`config.mk`:
```
export PLATFORM = sky130hd
export DESIGN_NAME = xlat_cache
export DESIGN_NICKNAME = d
export VERILOG_FILES = /design/src/rtl/xlat_pkg.sv /design/src/rtl/xlat_tag_cmp.sv /design/src/rtl/xlat_sweep.sv /design/src/rtl/xlat_large_track.sv /design/src/rtl/xlat_cache.sv
export SDC_FILE = /design/constraint.sdc
export NUM_CORES = 2
export LEC_CHECK = 0
export ABC_CLOCK_PERIOD_IN_PS = 5200
export BUFFER_PORTS_ARGS = -buffer_cell sky130_fd_sc_hd__buf_2
export CORE_ASPECT_RATIO = 0.5
export CORE_MARGIN = 2
export CORE_UTILIZATION = 50
export DETAILED_ROUTE_END_ITERATION = 6
export GPL_ROUTABILITY_DRIVEN = 1
export PLACE_DENSITY_LB_ADDON = 0.2
export SLEW_MARGIN = 10
export SYNTH_ARGS = -nofsm -noshare
export SYNTH_HDL_FRONTEND = slang
export SYNTH_SLANG_ARGS = --single-unit
```
`constraint.sdc`:
```
create_clock -name clk -period 5.2 [get_ports clk]
set_input_delay 0.78 -clock clk [delete_from_list [all_inputs] [get_ports clk]]
set_output_delay 0.78 -clock clk [all_outputs]
set_load 0.02 [all_outputs]
```
`src/rtl/xlat_pkg.sv`:
```
package xlat_pkg;
  localparam int unsigned PG_BITS = 12;
  localparam int unsigned GLB_BIT = 2;

  typedef enum logic [2:0] {
    CMD_IDLE,
    CMD_FLUSH,
    CMD_START,
    CMD_SWEEP,
    CMD_INV,
    CMD_FILL
  } xlat_cmd_e;
endpackage

```
`src/rtl/xlat_tag_cmp.sv`:
```
module xlat_tag_cmp #(
  parameter int unsigned LA_W = 32
) (
  input  logic [LA_W-1:0] addr,
  input  logic [LA_W-1:0] tag,
  input  logic [LA_W-1:0] mask,
  output logic            hit
);
  // The stored mask always covers the 4 KiB offset, so the masked address is page aligned
  assign hit = ((addr & ~mask) == tag);
endmodule

```
`src/rtl/xlat_sweep.sv`:
```
module xlat_sweep #(
  parameter int unsigned SLOTS = 16
) (
  input  logic                     clk,
  input  logic                     rst_n,
  input  logic                     start,
  input  logic                     abort,
  output logic                     busy,
  output logic [$clog2(SLOTS)-1:0] idx
);
  localparam int unsigned IDX_W = $clog2(SLOTS);
  localparam logic [IDX_W-1:0] LAST = IDX_W'(SLOTS - 1);

  always_ff @(posedge clk) begin
    if (!rst_n) begin
      busy <= 1'b0;
      idx  <= '0;
    end else if (abort) begin
      busy <= 1'b0;
      idx  <= '0;
    end else if (start) begin
      busy <= 1'b1;
      idx  <= '0;
    end else if (busy) begin
      if (idx == LAST) begin
        busy <= 1'b0;
        idx  <= '0;
      end else begin
        idx <= idx + 1'b1;
      end
    end
  end


  sweep_ends_chk: assert property (@(posedge clk) disable iff (!rst_n)
    busy && idx == LAST && !abort |=> !busy);

  sweep_starts_chk: assert property (@(posedge clk) disable iff (!rst_n)
    start && !abort && !busy |=> busy && idx == '0);
endmodule

```
`src/rtl/xlat_large_track.sv`:
```
module xlat_large_track (
  input  logic clk,
  input  logic rst_n,
  input  logic clr,
  input  logic set,
  output logic flag
);
  always_ff @(posedge clk) begin
    if (!rst_n)   flag <= 1'b0;
    else if (clr) flag <= 1'b0;
    else if (set) flag <= 1'b1;
  end
endmodule

```
`src/rtl/xlat_cache.sv`:
```
module xlat_cache
  import xlat_pkg::*;
#(
  parameter int unsigned SLOTS = 16,
  parameter int unsigned LA_W  = 32,
  parameter int unsigned PA_W  = 32,
  parameter int unsigned ACC_W = 3
) (
  input  logic                     clk,
  input  logic                     rst_n,
  input  logic                     lk_valid,
  output logic                     lk_ready,
  input  logic [LA_W-1:0]          lk_addr,
  output logic                     rsp_valid,
  output logic                     rsp_hit,
  output logic [PA_W-1:0]          rsp_paddr,
  output logic [ACC_W-1:0]         rsp_acc,
  input  logic                     fill_valid,
  output logic                     fill_ready,
  input  logic [LA_W-1:0]          fill_addr,
  input  logic [PA_W-PG_BITS-1:0]  fill_frame,
  input  logic [LA_W-1:0]          fill_mask,
  input  logic [ACC_W-1:0]         fill_acc,
  input  logic                     inv_valid,
  output logic                     inv_ready,
  input  logic [LA_W-1:0]          inv_addr,
  input  logic                     flush_all,
  input  logic                     flush_local,
  output logic                     busy,
  output logic                     large_present,
  output logic                     walk_cache_clr
);
  localparam int unsigned IDX_W = $clog2(SLOTS);
  localparam int unsigned FRM_W = PA_W - PG_BITS;
  localparam logic [LA_W-1:0] OFS_MASK = LA_W'((64'd1 << PG_BITS) - 64'd1);
  localparam logic [LA_W-1:0] BAD_TAG  = LA_W'(1);

  logic [LA_W-1:0]  tag_q  [SLOTS];
  logic [LA_W-1:0]  mask_q [SLOTS];
  logic [FRM_W-1:0] frm_q  [SLOTS];
  logic [ACC_W-1:0] acc_q  [SLOTS];

  // ---------------- request acceptance and command decode
  logic base_rdy, lk_go, inv_go, fill_go;
  xlat_cmd_e cmd;

  assign base_rdy   = !busy && !flush_all && !flush_local;
  assign lk_ready   = base_rdy;
  assign inv_ready  = base_rdy;
  assign fill_ready = base_rdy && !inv_valid;
  assign lk_go      = lk_valid && lk_ready;
  assign inv_go     = inv_valid && inv_ready;
  assign fill_go    = fill_valid && fill_ready;

  always_comb begin
    if (flush_all)        cmd = CMD_FLUSH;
    else if (busy)        cmd = CMD_SWEEP;
    else if (flush_local) cmd = CMD_START;
    else if (inv_go)      cmd = CMD_INV;
    else if (fill_go)     cmd = CMD_FILL;
    else                  cmd = CMD_IDLE;
  end

  // ---------------- sweep sequencer and large-page flag
  logic [IDX_W-1:0] sw_idx;

  xlat_sweep #(.SLOTS(SLOTS)) u_sweep (
    .clk   (clk),
    .rst_n (rst_n),
    .start (cmd == CMD_START),
    .abort (cmd == CMD_FLUSH),
    .busy  (busy),
    .idx   (sw_idx)
  );

  logic sw_valid, sw_kill, sw_keep_large;
  assign sw_valid      = (tag_q[sw_idx] != BAD_TAG);
  assign sw_kill       = (cmd == CMD_SWEEP) && sw_valid && !acc_q[sw_idx][GLB_BIT];
  assign sw_keep_large = (cmd == CMD_SWEEP) && sw_valid && acc_q[sw_idx][GLB_BIT]
                         && (mask_q[sw_idx] > OFS_MASK);

  // ---------------- invalidate decision
  logic [IDX_W-1:0] inv_idx;
  logic             inv_match, inv_all, inv_one;
  assign inv_idx = inv_addr[PG_BITS +: IDX_W];

  xlat_tag_cmp #(.LA_W(LA_W)) u_inv_cmp (
    .addr (inv_addr),
    .tag  (tag_q[inv_idx]),
    .mask (mask_q[inv_idx]),
    .hit  (inv_match)
  );

  assign inv_all = (cmd == CMD_INV) && large_present;
  assign inv_one = (cmd == CMD_INV) && !large_present && inv_match;

  // ---------------- fill data
  logic [IDX_W-1:0] fill_idx;
  logic [LA_W-1:0]  fill_mask_n, fill_tag;
  logic             fill_large;
  assign fill_idx    = fill_addr[PG_BITS +: IDX_W];
  assign fill_mask_n = fill_mask | OFS_MASK;
  assign fill_tag    = fill_addr & ~fill_mask_n;
  assign fill_large  = fill_mask_n > OFS_MASK;

  xlat_large_track u_flag (
    .clk   (clk),
    .rst_n (rst_n),
    .clr   ((cmd == CMD_FLUSH) || (cmd == CMD_START) || inv_all),
    .set   (sw_keep_large || ((cmd == CMD_FILL) && fill_large)),
    .flag  (large_present)
  );

  // ---------------- per-slot write enables
  logic [SLOTS-1:0] wipe, wr;
  for (genvar g = 0; g < SLOTS; g++) begin : g_slot
    assign wipe[g] = (cmd == CMD_FLUSH) || inv_all
                     || (sw_kill && sw_idx == IDX_W'(g))
                     || (inv_one && inv_idx == IDX_W'(g));
    assign wr[g]   = (cmd == CMD_FILL) && fill_idx == IDX_W'(g);
  end

  always_ff @(posedge clk) begin
    for (int s = 0; s < SLOTS; s++) begin
      if (!rst_n) begin
        tag_q[s]  <= BAD_TAG;
        mask_q[s] <= OFS_MASK;
        frm_q[s]  <= '0;
        acc_q[s]  <= '0;
      end else if (wipe[s]) begin
        tag_q[s] <= BAD_TAG;
      end else if (wr[s]) begin
        tag_q[s]  <= fill_tag;
        mask_q[s] <= fill_mask_n;
        frm_q[s]  <= fill_frame;
        acc_q[s]  <= fill_acc;
      end
    end
  end

  // ---------------- lookup response
  logic [IDX_W-1:0] lk_idx;
  logic             lk_match;
  assign lk_idx = lk_addr[PG_BITS +: IDX_W];

  xlat_tag_cmp #(.LA_W(LA_W)) u_lk_cmp (
    .addr (lk_addr),
    .tag  (tag_q[lk_idx]),
    .mask (mask_q[lk_idx]),
    .hit  (lk_match)
  );

  always_ff @(posedge clk) begin
    if (!rst_n) begin
      rsp_valid      <= 1'b0;
      rsp_hit        <= 1'b0;
      rsp_paddr      <= '0;
      rsp_acc        <= '0;
      walk_cache_clr <= 1'b0;
    end else begin
      rsp_valid      <= lk_go;
      rsp_hit        <= lk_go && lk_match;
      rsp_paddr      <= {frm_q[lk_idx], {PG_BITS{1'b0}}} | PA_W'(lk_addr & mask_q[lk_idx]);
      rsp_acc        <= acc_q[lk_idx];
      walk_cache_clr <= (cmd == CMD_FLUSH);
    end
  end


  flush_all_chk: assert property (@(posedge clk) disable iff (!rst_n)
    flush_all |=> !large_present && walk_cache_clr && !busy);

  large_fill_chk: assert property (@(posedge clk) disable iff (!rst_n)
    fill_valid && fill_ready && (fill_mask > OFS_MASK) |=> large_present);

  rsp_follows_chk: assert property (@(posedge clk) disable iff (!rst_n)
    lk_valid && lk_ready |=> rsp_valid);

  busy_blocks_chk: assert property (@(posedge clk) disable iff (!rst_n)
    busy |-> !lk_ready && !fill_ready && !inv_ready);

  inv_large_clr_chk: assert property (@(posedge clk) disable iff (!rst_n)
    inv_valid && inv_ready && large_present |=> !large_present);
endmodule

```
==> metrics.cfg <==
[clock_tree]
cts_root_buf = clkbuf_16
cts.sinks = 1072
post_cts_resize_count = 0
cts-buffers-inserted = 99
cts-hold-fix-buffers = 0
post_cts_buffers = 0
insertion_delay_ns = 0.73
cts_buffer_depth = 3
clkTransAtPathRegs_ns = 0.07
htree_levels = 3
cts_tree = yes

[power]
p_total_mw = 19.6
peakVddDrop_uv = 272
powerDensity_nw_per_um2 = 323
leakagePower_nw = 23.7

[die]
start_util = 0.508
io_pins = 201
die_width_um = 473
placeableCoreArea_um2 = 108000
fp.dieArea_um2 = 113000
row_count = 85
die_h_um = 239

[timing]
hold_viol_final = 0
fin_crit_sh = 0.889
fin_worst_skew_ns = 0.0322
finalCriticalPeriod_ns = 4.63
max_freq_mhz = 216
max_slew_margin = 0.226
worstMarginPinSlew_ns = 1.16
timing.setup.tns_ns = 0
setup_viol = 0
grt_setup_unrepaired = false
drv_slew = 0

[yosys]
yosysWarnings = 0
synth-main-ff-cell = edfxtp_1
ys_seq_elements = 1072
netlist_area_um2 = 55000
syn_avg_cell_area_um2 = 14.6
ys_types = 84
synth_top_area_share = 0.559
ys_seq_area_frac = 0.576
synth_cells = 3762
synthTopCellsByArea = edfxtp_1 56%, mux4_2 16%, and3_1 7.4%
synth_edf_count = 1024
async_flop_share = 0
yosysTopAreaCell = edfxtp_1

[critical_path]
end_kind = register
cp.arrival_ns = 5.04
timing.rr.end = tag_q[4][15]$_SDFFCE_PN0P_
cp.depth = 10
reg2reg_slack_ns = 0.57
worstRegToRegCells = 10
critPathMaxStageDelay_ns = 0.91
start_kind = register
cp_max_fo = 34
path_class = register to register
cp_num_buf_inv = 2
critPathRequiredTime_ns = 5.61
crit_path_end = tag_q[4][15]$_SDFFCE_PN0P_
crit_chain = nor4_1, a22oi_1, a2111oi_0, buf_4, o2111ai_1, o2111ai_1, nor4_1, a221o_2, a31o_1, buf_12
path_delay_family = compound AO/OA/AOI/OAI gates
slowest_stage = dfxtp_2

[grt]
grt_max_degree = 180
grt_pass1_wl_mm = 255
grt_use_total = 0.315
antenna_found_initial = 17
gr-total-overflow = 0
grt_pass1_vias = 35000

[detailed_routing]
drtAntennaViolNets = 0
wire_per_inst_um = 33.5
via_per_inst = 6.94
drc_errors = 0
drt_iter0_drc = 5376
num_vias = 36600
wl_mm = 177
firstDrtPassIters = 6

[finish]
stdcell_count = 5275
final_nets = 3916
drive_gt1_frac = 0.237
layout_commonest_cell = edfxtp_1
syn_to_final_growth_pct = 10.1
final_cell_mix = 1024 x edfxtp_1, 650 x and3_1, 402 x mux4_2, 348 x nor2_1, 157 x buf_2
utilization = 0.559

[outcome]
outcome = finished, final reports clean

[worst_hold_path]
hold_path_class = input port to register

[run]
cap_violations = 0

[placement]
placed_cells = 5088
hpwl_mm = 115
place_congestion = 0.975
portBuffers = 164

-- synthesized netlist by cell type, types with 17 or more instances --
cell type and n:
a21oi_1 37, a22o_1 18, a22oi_1 21, and2_1 62, and3_1 652, buf_1 34, buf_2 35, clkbuf_1 301
clkbuf_8 17, dfxtp_1 48, edfxtp_1 1024, mux2_2 20, mux2i_1 43, mux4_1 45, mux4_2 402, nand2_1 80
nand2b_1 29, nand3_1 19, nor2_1 351, nor2b_1 20, nor3_1 41, nor4_1 130, o21ai_0 35, xnor2_1 25
xor2_1 17
-- sequential cells by signal, summed over array words and instances, names as in the netlist, named ones only --
name / count
rsp_valid: 1
frm_q: 320
rsp_paddr: 32
tag_q: 336
u_flag.flag: 1
mask_q: 320
walk_cache_clr: 1
acc_q: 48
rsp_acc: 3
u_sweep.idx: 4
u_sweep.busy: 1
rsp_hit: 1
-- where the power goes --
group / internal (mW) / total (mW) / switching, mW
Sequential: 9.74 / 9.93 / 0.195
Clock: 4.18 / 7.60 / 3.42
Combinational: 0.765 / 2.04 / 1.28
Total: 14.7 / 19.6 / 4.89
-- logic make-up after synthesis --
group                      Yosys count  synth area share
xor gates and xnor gates            42           0.00668
AOI/OAI and AO/OA                  228            0.0311
muxes                              513             0.198
buffers and inverters              426            0.0368
adders and majority gates            4          0.000909
other                                1         0.0000681
and+or+nand+nor                   1476             0.150
DFF                               1072             0.576
-- final cells by class --
class	instances	area (µm²)
antenna	2	5.00
clock buffer	132	2740
clock inverter	53	587
fill	8413	47800
inverter	15	56.3
multi-input combinational	2295	21600
sequential	1072	31700
tap	1435	1800
timing repair buffer	271	2110
-- how the worst min path moves through the flow --
stage                                 from                        to  cells after the start
2_1_floorplan  u_sweep.idx[0]$_SDFFE_PP0P_                  register                      2
3_3_place_gp      u_flag.flag$_SDFFE_PP0P_  u_flag.flag$_SDFFE_PP0P_                      2
3_5_place_dp      u_flag.flag$_SDFFE_PP0P_  u_flag.flag$_SDFFE_PP0P_                      2
4_1_cts                         lk_addr[6]   rsp_paddr[6]$_SDFF_PN0_                      2
5_1_grt                         lk_addr[9]   rsp_paddr[9]$_SDFF_PN0_                      2
6_report                        lk_addr[3]   rsp_paddr[3]$_SDFF_PN0_                      2
-- per-stage QoR --
| stage | area [µm²] | hold slack, ns | setup WS [ns] |
|---|---|---|---|
| 3_5_place_dp | 57300 | 0.555 | 0.441 |
| 6_report | 60600 | 0.249 | 0.575 |
| 3_3_place_gp | 57300 | 0.555 | 0.496 |
| 2_1_floorplan | 55200 | 0.523 | -0.644 |
| 4_1_cts | 60600 | 0.215 | 0.796 |
| 5_1_grt | 60600 | 0.236 | 0.509 |
-- layer usage --
metal  share of wire  GRT usage  vias up
met5         0.00068          0        -
met4           0.046      0.127       18
met3            0.12     0.0746      412
met2            0.46      0.483     2406
met1            0.38      0.435    18700
li1                -          -    15000
Power figures use the tool's default switching activity.
